<file path="config.mk">
export PLATFORM = sky130hd
export DESIGN_NAME = i2s_simul_fmt
export DESIGN_NICKNAME = d
export VERILOG_FILES = /design/src/rtl/i2s_simul_pkg.sv /design/src/rtl/i2s_simul_sync.sv /design/src/rtl/i2s_simul_rx.sv /design/src/rtl/i2s_simul_tx.sv /design/src/rtl/i2s_simul_fmt.sv
export SDC_FILE = /design/constraint.sdc
export NUM_CORES = 1
export LEC_CHECK = 0
export ABC_CLOCK_PERIOD_IN_PS = 2600
export BUFFER_PORTS_ARGS = -buffer_cell sky130_fd_sc_hd__buf_2
export CORE_MARGIN = 2
export CORE_UTILIZATION = 60
export DETAILED_ROUTE_END_ITERATION = 6
export PLACE_DENSITY_LB_ADDON = 0.05
export SYNTH_ARGS = -nofsm -noshare
export SYNTH_HDL_FRONTEND = slang
export SYNTH_SLANG_ARGS = --single-unit
</file>
<file path="constraint.sdc">
create_clock -name clk -period 2.6 [get_ports clk]
set_input_delay 0.26 -clock clk [delete_from_list [all_inputs] [get_ports clk]]
set_output_delay 0.26 -clock clk [all_outputs]
set_load 0.01 [all_outputs]
</file>
<file path="src/rtl/i2s_simul_pkg.sv">
package i2s_simul_pkg;
    localparam int SAMPLE_W = 16;

    typedef enum logic [1:0] {
        TX_IDLE  = 2'd0,
        TX_SHIFT = 2'd1,
        TX_LATCH = 2'd2
    } tx_state_t;
endpackage

</file>
<file path="src/rtl/i2s_simul_sync.sv">
module i2s_simul_sync #(
    parameter int STAGES = 2
) (
    input  logic clk,
    input  logic rst_n,
    input  logic bck_i,
    input  logic ws_i,
    input  logic sd_i,
    output logic bck_rise_o,
    output logic bck_fall_o,
    output logic ws_o,
    output logic sd_o
);
    localparam int LAST = STAGES - 1;

    // bit 2: bit clock, bit 1: word select, bit 0: data
    logic [2:0] stg_q [STAGES];
    logic       bck_d_q;

    always_ff @(posedge clk) begin
        if (!rst_n) begin
            for (int i = 0; i < STAGES; i++) begin
                stg_q[i] <= 3'b110;
            end
            bck_d_q <= 1'b1;
        end else begin
            stg_q[0] <= {bck_i, ws_i, sd_i};
            for (int i = 1; i < STAGES; i++) begin
                stg_q[i] <= stg_q[i-1];
            end
            bck_d_q <= stg_q[LAST][2];
        end
    end

    assign bck_rise_o = stg_q[LAST][2] & ~bck_d_q;
    assign bck_fall_o = ~stg_q[LAST][2] & bck_d_q;
    assign ws_o       = stg_q[LAST][1];
    assign sd_o       = stg_q[LAST][0];

endmodule

</file>
<file path="src/rtl/i2s_simul_rx.sv">
module i2s_simul_rx #(
    parameter int WORD_W = i2s_simul_pkg::SAMPLE_W
) (
    input  logic              clk,
    input  logic              rst_n,
    input  logic              bck_rise_i,
    input  logic              ws_i,
    input  logic              sd_i,
    output logic              pair_vld_o,
    output logic [WORD_W-1:0] pair_l_o,
    output logic [WORD_W-1:0] pair_r_o
);
    localparam int CNT_W = $clog2(WORD_W + 1);
    localparam logic [CNT_W-1:0] CNT_FULL = CNT_W'(WORD_W);

    logic              ws_prev_q;
    logic              have_left_q;
    logic [CNT_W-1:0]  cnt_q;
    logic [WORD_W-1:0] acc_q;
    logic [WORD_W-1:0] left_q;
    logic [WORD_W-1:0] acc_nxt;
    logic              bit_in;

    // sign bit flipped on arrival: two's complement to offset binary
    always_comb begin
        bit_in  = (cnt_q == '0) ? ~sd_i : sd_i;
        acc_nxt = (cnt_q < CNT_FULL) ? {acc_q[WORD_W-2:0], bit_in} : acc_q;
    end

    always_ff @(posedge clk) begin
        if (!rst_n) begin
            ws_prev_q   <= 1'b1;
            have_left_q <= 1'b0;
            cnt_q       <= CNT_FULL;
            acc_q       <= '0;
            left_q      <= '0;
            pair_l_o    <= '0;
            pair_r_o    <= '0;
            pair_vld_o  <= 1'b0;
        end else begin
            pair_vld_o <= 1'b0;
            if (bck_rise_i) begin
                acc_q     <= acc_nxt;
                ws_prev_q <= ws_i;
                if (ws_i != ws_prev_q) begin
                    // the bit on this edge still belongs to the old slot
                    cnt_q <= '0;
                    if (!ws_prev_q) begin
                        left_q      <= acc_nxt;
                        have_left_q <= 1'b1;
                    end else if (have_left_q) begin
                        pair_l_o    <= left_q;
                        pair_r_o    <= acc_nxt;
                        pair_vld_o  <= 1'b1;
                        have_left_q <= 1'b0;
                    end
                end else if (cnt_q < CNT_FULL) begin
                    cnt_q <= cnt_q + 1'b1;
                end
            end
        end
    end

    assert_cnt_saturates_R7: assert property (@(posedge clk) disable iff (!rst_n)
        cnt_q <= CNT_FULL);

    assert_pair_single_pulse_R3: assert property (@(posedge clk) disable iff (!rst_n)
        pair_vld_o |=> !pair_vld_o);

endmodule

</file>
<file path="src/rtl/i2s_simul_tx.sv">
module i2s_simul_tx
    import i2s_simul_pkg::*;
#(
    parameter int WORD_W = SAMPLE_W
) (
    input  logic              clk,
    input  logic              rst_n,
    input  logic              bck_rise_i,
    input  logic              bck_fall_i,
    input  logic              pair_vld_i,
    input  logic [WORD_W-1:0] pair_l_i,
    input  logic [WORD_W-1:0] pair_r_i,
    output logic              dac_bck_o,
    output logic              dac_le_o,
    output logic              dac_dl_o,
    output logic              dac_dr_o
);
    localparam int NB_W = $clog2(WORD_W + 1);
    localparam logic [NB_W-1:0] NB_LAST = NB_W'(WORD_W);

    tx_state_t         st_q, st_d;
    logic [NB_W-1:0]   nbit_q;
    logic [WORD_W-1:0] shl_q, shr_q;
    logic              word_sent;

    assign word_sent = (nbit_q == NB_LAST) && !dac_bck_o;

    always_comb begin
        st_d = st_q;
        unique case (st_q)
            TX_IDLE:  if (pair_vld_i) st_d = TX_SHIFT;
            TX_SHIFT: if (word_sent)  st_d = TX_LATCH;
            TX_LATCH: if (bck_rise_i) st_d = TX_IDLE;
            default:  st_d = TX_IDLE;
        endcase
    end

    always_ff @(posedge clk) begin
        if (!rst_n) st_q <= TX_IDLE;
        else        st_q <= st_d;
    end

    always_ff @(posedge clk) begin
        if (!rst_n) begin
            dac_bck_o <= 1'b1;
            dac_le_o  <= 1'b1;
            dac_dl_o  <= 1'b0;
            dac_dr_o  <= 1'b0;
            nbit_q    <= '0;
            shl_q     <= '0;
            shr_q     <= '0;
        end else begin
            dac_le_o <= (st_d != TX_SHIFT);
            unique case (st_q)
                TX_IDLE: begin
                    if (pair_vld_i) begin
                        shl_q  <= pair_l_i;
                        shr_q  <= pair_r_i;
                        nbit_q <= '0;
                    end
                end
                TX_SHIFT: begin
                    if (bck_rise_i && nbit_q != NB_LAST) begin
                        dac_dl_o  <= shl_q[WORD_W-1];
                        dac_dr_o  <= shr_q[WORD_W-1];
                        shl_q     <= {shl_q[WORD_W-2:0], 1'b0};
                        shr_q     <= {shr_q[WORD_W-2:0], 1'b0};
                        nbit_q    <= nbit_q + 1'b1;
                        dac_bck_o <= 1'b1;
                    end else if (bck_fall_i && nbit_q != '0) begin
                        dac_bck_o <= 1'b0;
                    end
                end
                TX_LATCH: begin
                    if (bck_rise_i) dac_bck_o <= 1'b1;
                end
                default: ;
            endcase
        end
    end

    assert_clk_parked_high_R4: assert property (@(posedge clk) disable iff (!rst_n)
        (dac_le_o && dac_bck_o) |=> dac_bck_o);

    assert_bit_count_bound_R4: assert property (@(posedge clk) disable iff (!rst_n)
        nbit_q <= NB_LAST);

    assert_data_moves_in_window_R5: assert property (@(posedge clk) disable iff (!rst_n)
        (!$stable(dac_dl_o) || !$stable(dac_dr_o)) |-> (dac_bck_o && !dac_le_o));

    assert_latch_after_full_word_R6: assert property (@(posedge clk) disable iff (!rst_n)
        $rose(dac_le_o) |-> (nbit_q == NB_LAST && !dac_bck_o));

endmodule

</file>
<file path="src/rtl/i2s_simul_fmt.sv">
module i2s_simul_fmt #(
    parameter int WORD_W      = i2s_simul_pkg::SAMPLE_W,
    parameter int SYNC_STAGES = 2
) (
    input  logic clk,
    input  logic rst_n,
    input  logic bck_i,
    input  logic ws_i,
    input  logic sd_i,
    output logic dac_bck_o,
    output logic dac_le_o,
    output logic dac_dl_o,
    output logic dac_dr_o
);
    logic              bck_rise, bck_fall, ws_s, sd_s;
    logic              pair_vld;
    logic [WORD_W-1:0] pair_l, pair_r;

    i2s_simul_sync #(.STAGES(SYNC_STAGES)) sync_i (
        .clk        (clk),
        .rst_n      (rst_n),
        .bck_i      (bck_i),
        .ws_i       (ws_i),
        .sd_i       (sd_i),
        .bck_rise_o (bck_rise),
        .bck_fall_o (bck_fall),
        .ws_o       (ws_s),
        .sd_o       (sd_s)
    );

    i2s_simul_rx #(.WORD_W(WORD_W)) rx_i (
        .clk        (clk),
        .rst_n      (rst_n),
        .bck_rise_i (bck_rise),
        .ws_i       (ws_s),
        .sd_i       (sd_s),
        .pair_vld_o (pair_vld),
        .pair_l_o   (pair_l),
        .pair_r_o   (pair_r)
    );

    i2s_simul_tx #(.WORD_W(WORD_W)) tx_i (
        .clk        (clk),
        .rst_n      (rst_n),
        .bck_rise_i (bck_rise),
        .bck_fall_i (bck_fall),
        .pair_vld_i (pair_vld),
        .pair_l_i   (pair_l),
        .pair_r_i   (pair_r),
        .dac_bck_o  (dac_bck_o),
        .dac_le_o   (dac_le_o),
        .dac_dl_o   (dac_dl_o),
        .dac_dr_o   (dac_dr_o)
    );

endmodule

</file>
# Word level (Yosys, flattened, before mapping)
# Memories as Yosys holds them, arrays and structs flattened.
# Cells that the tools add are included.
dict set report op_classes {
  n_lt_le_gt_ge 1
  n_mux 27
  n_addsub 2
  n_reduce_logical 18
  n_eq_ne 10
  bitwise_logic 8
}
# operator count
set ops {}
lappend ops {{two-way mux 16 bit} 5}
lappend ops {{case mux 16 bit (2 select lines)} 2}
lappend ops {{two-way mux 5 bit} 4}
lappend ops {{adder 5 x 1 -> 5 bit (second input constant)} 2}
lappend ops {{case mux 5 bit (2 select lines)} 1}
lappend ops {{AND reduction 3 bit} 3}
lappend ops {{two-way mux 1 bit} 8}
lappend ops {{AND reduction 4 bit} 2}
lappend ops {{two-way mux 2 bit} 3}
lappend ops {{two-way mux 3 bit} 2}
lappend ops {{!= test 2 x 1 -> 1 bit (second input constant)} 3}
lappend ops {{case mux 2 bit (3 select lines)} 1}
lappend ops {{AND reduction 2 bit} 3}
lappend ops {{nonzero test 2 bit} 3}
lappend ops {{== test 5 bit (second input constant)} 1}
lappend ops {{zero test 5 bit} 1}
lappend ops {{< comparator 5 bit (second input constant)} 1}
lappend ops {{!= test 5 bit (second input constant)} 1}
lappend ops {{nonzero test 5 bit} 1}
lappend ops {{inverter 1 bit} 4}
lappend ops {{logical AND 1 bit} 3}
lappend ops {{!= test 3 x 1 -> 1 bit (second input constant)} 1}
lappend ops {{bitwise AND 1 bit} 2}
lappend ops {{== test 2 x 1 -> 1 bit (second input constant)} 1}
lappend ops {{other kinds (7)} 8}
dict set report word_totals {
  ff_bits 116
  in_bits 5
  n_memories 1
  output_inout_bits 4
  ramBits 6
}
# name depth width read_ports rd_clocked_by_memory_dff write_ports line_no
set memory_table {}
lappend memory_table {sync_i.stg_q 2 3 2 0 2 i2s_simul_sync.sv:17} ;# logic [2:0] stg_q [STAGES];

# Depth between registers and ports, before layout
dict set report logic_depth {
  depth_word 6
  depth_mapped 8
  ltp_nobuf 6
}

# By module
# From an unflattened synthesis, not the netlist that was laid out.
dict set report unflattened {
  cells_unflattened 542
  area_unflattened_um2 5272.6
}
# module cells_per_inst area_each_um2 n_inst seq_area_each_um2
set modules_own_cells {}
lappend modules_own_cells {i2s_simul_rx 314 2940.3 1 1441.4}
lappend modules_own_cells {i2s_simul_tx 212 2135.8 1 860.8}
lappend modules_own_cells {i2s_simul_sync 16 196.4 1 140.1}

# Least setup slack after synthesis
# OpenSTA, ideal clock, no wires.
dict set report synth_path {
  kind {register to register}
  startpoint {register rx_i.ws_prev_q}
  endpoint {register rx_i.pair_r_o[10]}
  t_arrival_ns 1.745
  path_slack_ns 0.769
  path_stages_with_launch 9
  n_path_buf 2
  setup_time_ns 0.086
  path_cell_list {dfxtp_1 -> inv_1 -> ha_1 -> nor3b_1 -> and3_1 -> buf_4 -> buf_6 -> nor2_1 -> a211oi_1}
}
dict set report synth_via {
  elab_chain_len 2
}
# element line_no
set synth_rtl {}
lappend synth_rtl {{from (decl)} i2s_simul_rx.sv:16} ;# logic ws_prev_q;
lappend synth_rtl {{from (signal assigned)} i2s_simul_rx.sv:44} ;# ws_prev_q <= ws_i;
lappend synth_rtl {{!= test 1 bit} i2s_simul_rx.sv:45} ;# if (ws_i != ws_prev_q) begin
lappend synth_rtl {{AND reduction 4 bit (no source line) *} -}
lappend synth_rtl {{to (signal assigned)} i2s_simul_rx.sv:53} ;# pair_r_o <= acc_nxt;
lappend synth_rtl {{to (decl)} i2s_simul_rx.sv:11} ;# output logic [WORD_W-1:0] pair_r_o
# Mark *: on every way between the ends. The rest lies on a longest branch, timed or not.
# A chain may end at the register's enable or synchronous reset.

# Final worst setup path
dict set report layout_path {
  startpoint {register rx_i.ws_prev_q}
  endpoint {register rx_i.pair_r_o[11]}
}
# Same word-level chain as after synthesis.

==> parameters.txt <==
Parameter                              Value

Yosys
  Synth top area cells ... sky130_fd_sc_hd__dfxtp_1 50%, sky130_fd_sc_hd__mux2i_1 9.7%, sky130_fd_sc_hd__a211oi_1 9.1%
  Distinct cell type count after synthesis ... 41
  Synth Instances ... 544
  EDFF count, synth ... 0
  Sequential fraction of the synthesis area ... 0.4951
  Flops & latches, synth ... 122
  Mean instance size in the synthesized netlist ... 9.069 um^2
  Top-area cell type share of the netlist area ... 0.4951
  Asr flop ratio synth ... 0
  Cell taking the most area after synthesis ... sky130_fd_sc_hd__dfxtp_1
  Syn_nets ... 558
  Cell area after technology mapping ... 4933 um^2
  Synth Flop Type ... sky130_fd_sc_hd__dfxtp_1
  Yosys warns ... 0

Cells and area
  Register area ... 2442 um^2
  Area of the multi-input gates ... 2262 um^2
  Commonest non-fill, non-tap cell in the layout ... sky130_fd_sc_hd__dfxtp_1
  Filler cell count in the final layout ... 687
  Most used cells in the layout excluding fill and tap cells ... 122 x sky130_fd_sc_hd__dfxtp_1, 73 x sky130_fd_sc_hd__nand2_1, 71 x sky130_fd_sc_hd__nor2_1
  Ratio of cells with drive above 1 in the final layout ... 0.09515
  Layout net count ... 558
  Final antenna diode count ... 0
  Relative area change from synthesis to final layout ... 15.17%

GRT
  Maximum number of pins on one net before global-route repair ... 103
  Global Route met3 Usage ... 0.06544
  GRT Residual Overflow ... 0
  Wire length of the first global-routing pass ... 16.09 mm
  Antenna violations before repair ... 0
  Grt met1 use ... 0.3218
  Total track usage ... 0.2321
  Met2 Use GR ... 0.3475
  Busiest layer in global routing ... met2
  Via count of the first global-routing pass ... 3373

Die
  Cell row count ... 33
  Core region area ... 8093 um^2
  Horizontal extent of the die ... 94.68 um
  Die height ... 94.68 um
  Area of the die ... 8963 um^2
  I/O pin total ... 9
  Initial standard-cell utilization of the core ... 0.6096

Placed design
  Placer Congestion ... 0.7780
  Worst setup timing slack at the placement stage ... 0.4598 ns
  HPWL after detailed placement ... 5.654 mm
  Port buffer count ... 8

Detailed routing
  Detailed-routing iteration count for the pre-antenna-repair pass ... 5
  Final antenna-violating net count ... 0
  Mean routed wirelength per cell ... 14.38 um
  Number of vias after detailed routing ... 3701
  Total routed wirelength ... 9.522 mm
  Iter 0 DRT Violations ... 276
  Final routed DRC violation total ... 0
  Via count normalized by instance count ... 5.591

STA
  Max transition margin ... 0.6062
  Fin worst setup slack ... 0.4345 ns
  Final hold vios ... 0
  Setup repair after global routing missed its margin ... no
  Max Transition Viols Final ... 0
  Worst setup skew after layout ... 0.006446 ns
  Transition time at the pin with the least slew margin ... 0.5894 ns
  Final setup violation count ... 0
  Maximum clock rate ... 0.4618 GHz
  Post-layout min period ... 2.166 ns
  Post-route clock period utilization ... 0.8329
  Final setup TNS ... 0 ns

Clock network
  Total CTS buffers ... 17
  Sinks on Clock Net ... 122
  Root buf cell ... sky130_fd_sc_hd__clkbuf_8
  TritonCTS clock tree ... yes
  Clock-pin transition on the worst setup and hold timing paths ... 0.06 ns
  Insertion delay of the later-clocked pin in the worst-skew pair ... 0.51 ns
  CTS max path bufs ... 2
  Htree depth ... 4
  Post-cts gate resize count ... 0

Pwr
  Leakage power total ... 0.001929 uW
  Post-layout total power ... 4387 uW
  VDD IR-drop max ... 0.4532 mV
  PwrDens ... 772.1 nW/um^2

Worst setup path
  Worst Path Max Fanout ... 46
  CP required ... 3.02 ns
  Critical path buffer and inverter count ... 2
  Data arrival time of the worst path ... 2.59 ns
  Classification of the worst setup path ... reg -> reg
  Family with the most delay on the worst path ... simple AND/OR/NAND/NOR gates
  Cell breakdown of the critical path ... inv_1 -> ha_1 -> nor3b_1 -> and3_1 -> buf_12 -> nor2_1 -> a211oi_1
  Critical Path Start Type ... register
  Slowest cell delay on critical path ... 0.51 ns
  Slowest cell on the critical path ... sky130_fd_sc_hd__nor3b_1
  Nature of the critical path endpoint ... register

Min path
  Type of the worst min-delay path ... in -> reg

Status
  Outcome ... finished clean

Job
  Max capacitance violation total ... 0
report_power, final:
group,switching [uW],total [uW],internal [uW],leakage [uW]
combinational,41.4,58.8,17.3,0.000644
sequential,2.79,1880,1880,0.000984
clock,819,2450,1630,0.000300
total,863,4390,3520,0.00193
cell type report:
| class | instances | area share |
|---|---|---|
| clock buffer | 21 | 0.08082 |
| clock inverter | 11 | 0.02929 |
| inverter | 14 | 0.009249 |
| multi-input combinational | 370 | 0.3982 |
| sequential | 122 | 0.4299 |
| tap | 105 | 0.02312 |
| timing repair buffer | 19 | 0.02951 |
logic make-up (layout without fill, tap and decap cells):
kind of cell | Yosys count | in the layout | share of synthesized area
muxes | 49 | 49 | 0.09967
AOI/OAI and AO/OA | 129 | 129 | 0.1735
adders and majority gates | 9 | 9 | 0.02283
DFF | 122 | 122 | 0.4951
and+or+nand+nor | 182 | 182 | 0.1603
buffers and inverters | 52 | 65 | 0.04692
xor gates and xnor gates | 1 | 1 | 0.001776
state kept, by name, summed over array words and instances (netlist names):
name              cells
rx_i.acc_q           16
tx_i.nbit_q           5
tx_i.dac_le_o         1
tx_i.dac_dr_o         1
tx_i.shr_q           16
tx_i.shl_q           16
sync_i.stg_q          6
sync_i.bck_d_q        1
rx_i.cnt_q            5
rx_i.pair_l_o        16
rx_i.pair_vld_o       1
rx_i.ws_prev_q        1
tx_i.dac_dl_o         1
tx_i.dac_bck_o        1
tx_i.st_q             2
rx_i.have_left_q      1
rx_i.left_q          16
rx_i.pair_r_o        16
per-stage QoR:
stage,std cells,utilization,cell area (um^2),hold WS (ns)
CTS,662,0.7021,5682,0.1001
global route,662,0.7021,5682,0.1163
floorplan,544,-,4933,0.3615
detailed placement,627,0.6211,5026,0.3909
finish,662,0.7021,5682,0.1197
global placement,627,0.6211,5026,0.3878
worst paths after layout:
check,start,endpoint,slack [ns],cells after the start
worst max-delay path,rx_i.ws_prev_q$_SDFFE_PN1P_,rx_i.pair_r_o[11]$_SDFFE_PN0P_,0.43,7
worst min-delay path,rst_n,sync_i.stg_q[0][4]$_SDFF_PN1_,0.12,2
worst max register to register,rx_i.ws_prev_q$_SDFFE_PN1P_,rx_i.pair_r_o[11]$_SDFFE_PN0P_,0.43,7
worst min register to register,sync_i.stg_q[0][1]$_SDFF_PN1_,sync_i.stg_q[0][4]$_SDFF_PN1_,0.40,1
cell usage after synthesis, types with 2 or more instances:
cell / n
sky130_fd_sc_hd__nand2_1: 73
sky130_fd_sc_hd__ha_1: 9
sky130_fd_sc_hd__clkbuf_1: 22
sky130_fd_sc_hd__or3_1: 3
sky130_fd_sc_hd__nor3b_1: 3
sky130_fd_sc_hd__buf_2: 11
sky130_fd_sc_hd__nor3_1: 2
sky130_fd_sc_hd__a211oi_1: 60
sky130_fd_sc_hd__buf_4: 2
sky130_fd_sc_hd__nor2_1: 71
sky130_fd_sc_hd__o21ai_0: 13
sky130_fd_sc_hd__nand2b_1: 7
sky130_fd_sc_hd__mux2i_1: 48
sky130_fd_sc_hd__nand3_1: 8
sky130_fd_sc_hd__and2_1: 5
sky130_fd_sc_hd__o31ai_1: 3
sky130_fd_sc_hd__dfxtp_1: 122
sky130_fd_sc_hd__buf_6: 2
sky130_fd_sc_hd__inv_1: 14
sky130_fd_sc_hd__a22oi_1: 3
sky130_fd_sc_hd__a21oi_1: 43
metal layers:
metal | share of wire | wire length (um)
met5 | 0 | 0
met3 | 0.032 | 305
met2 | 0.46 | 4392
met4 | 0.0089 | 85
met1 | 0.50 | 4739
repair_timing:
action / 4_1_cts / 5_1_grt
endpoints found under the hold margin: 3 / 0
setup endpoints to repair: 0 / 0
buffers inserted: 0 / 0
hold buffers: 3 / 0
Note: power is estimated with default switching activity, not from simulation.
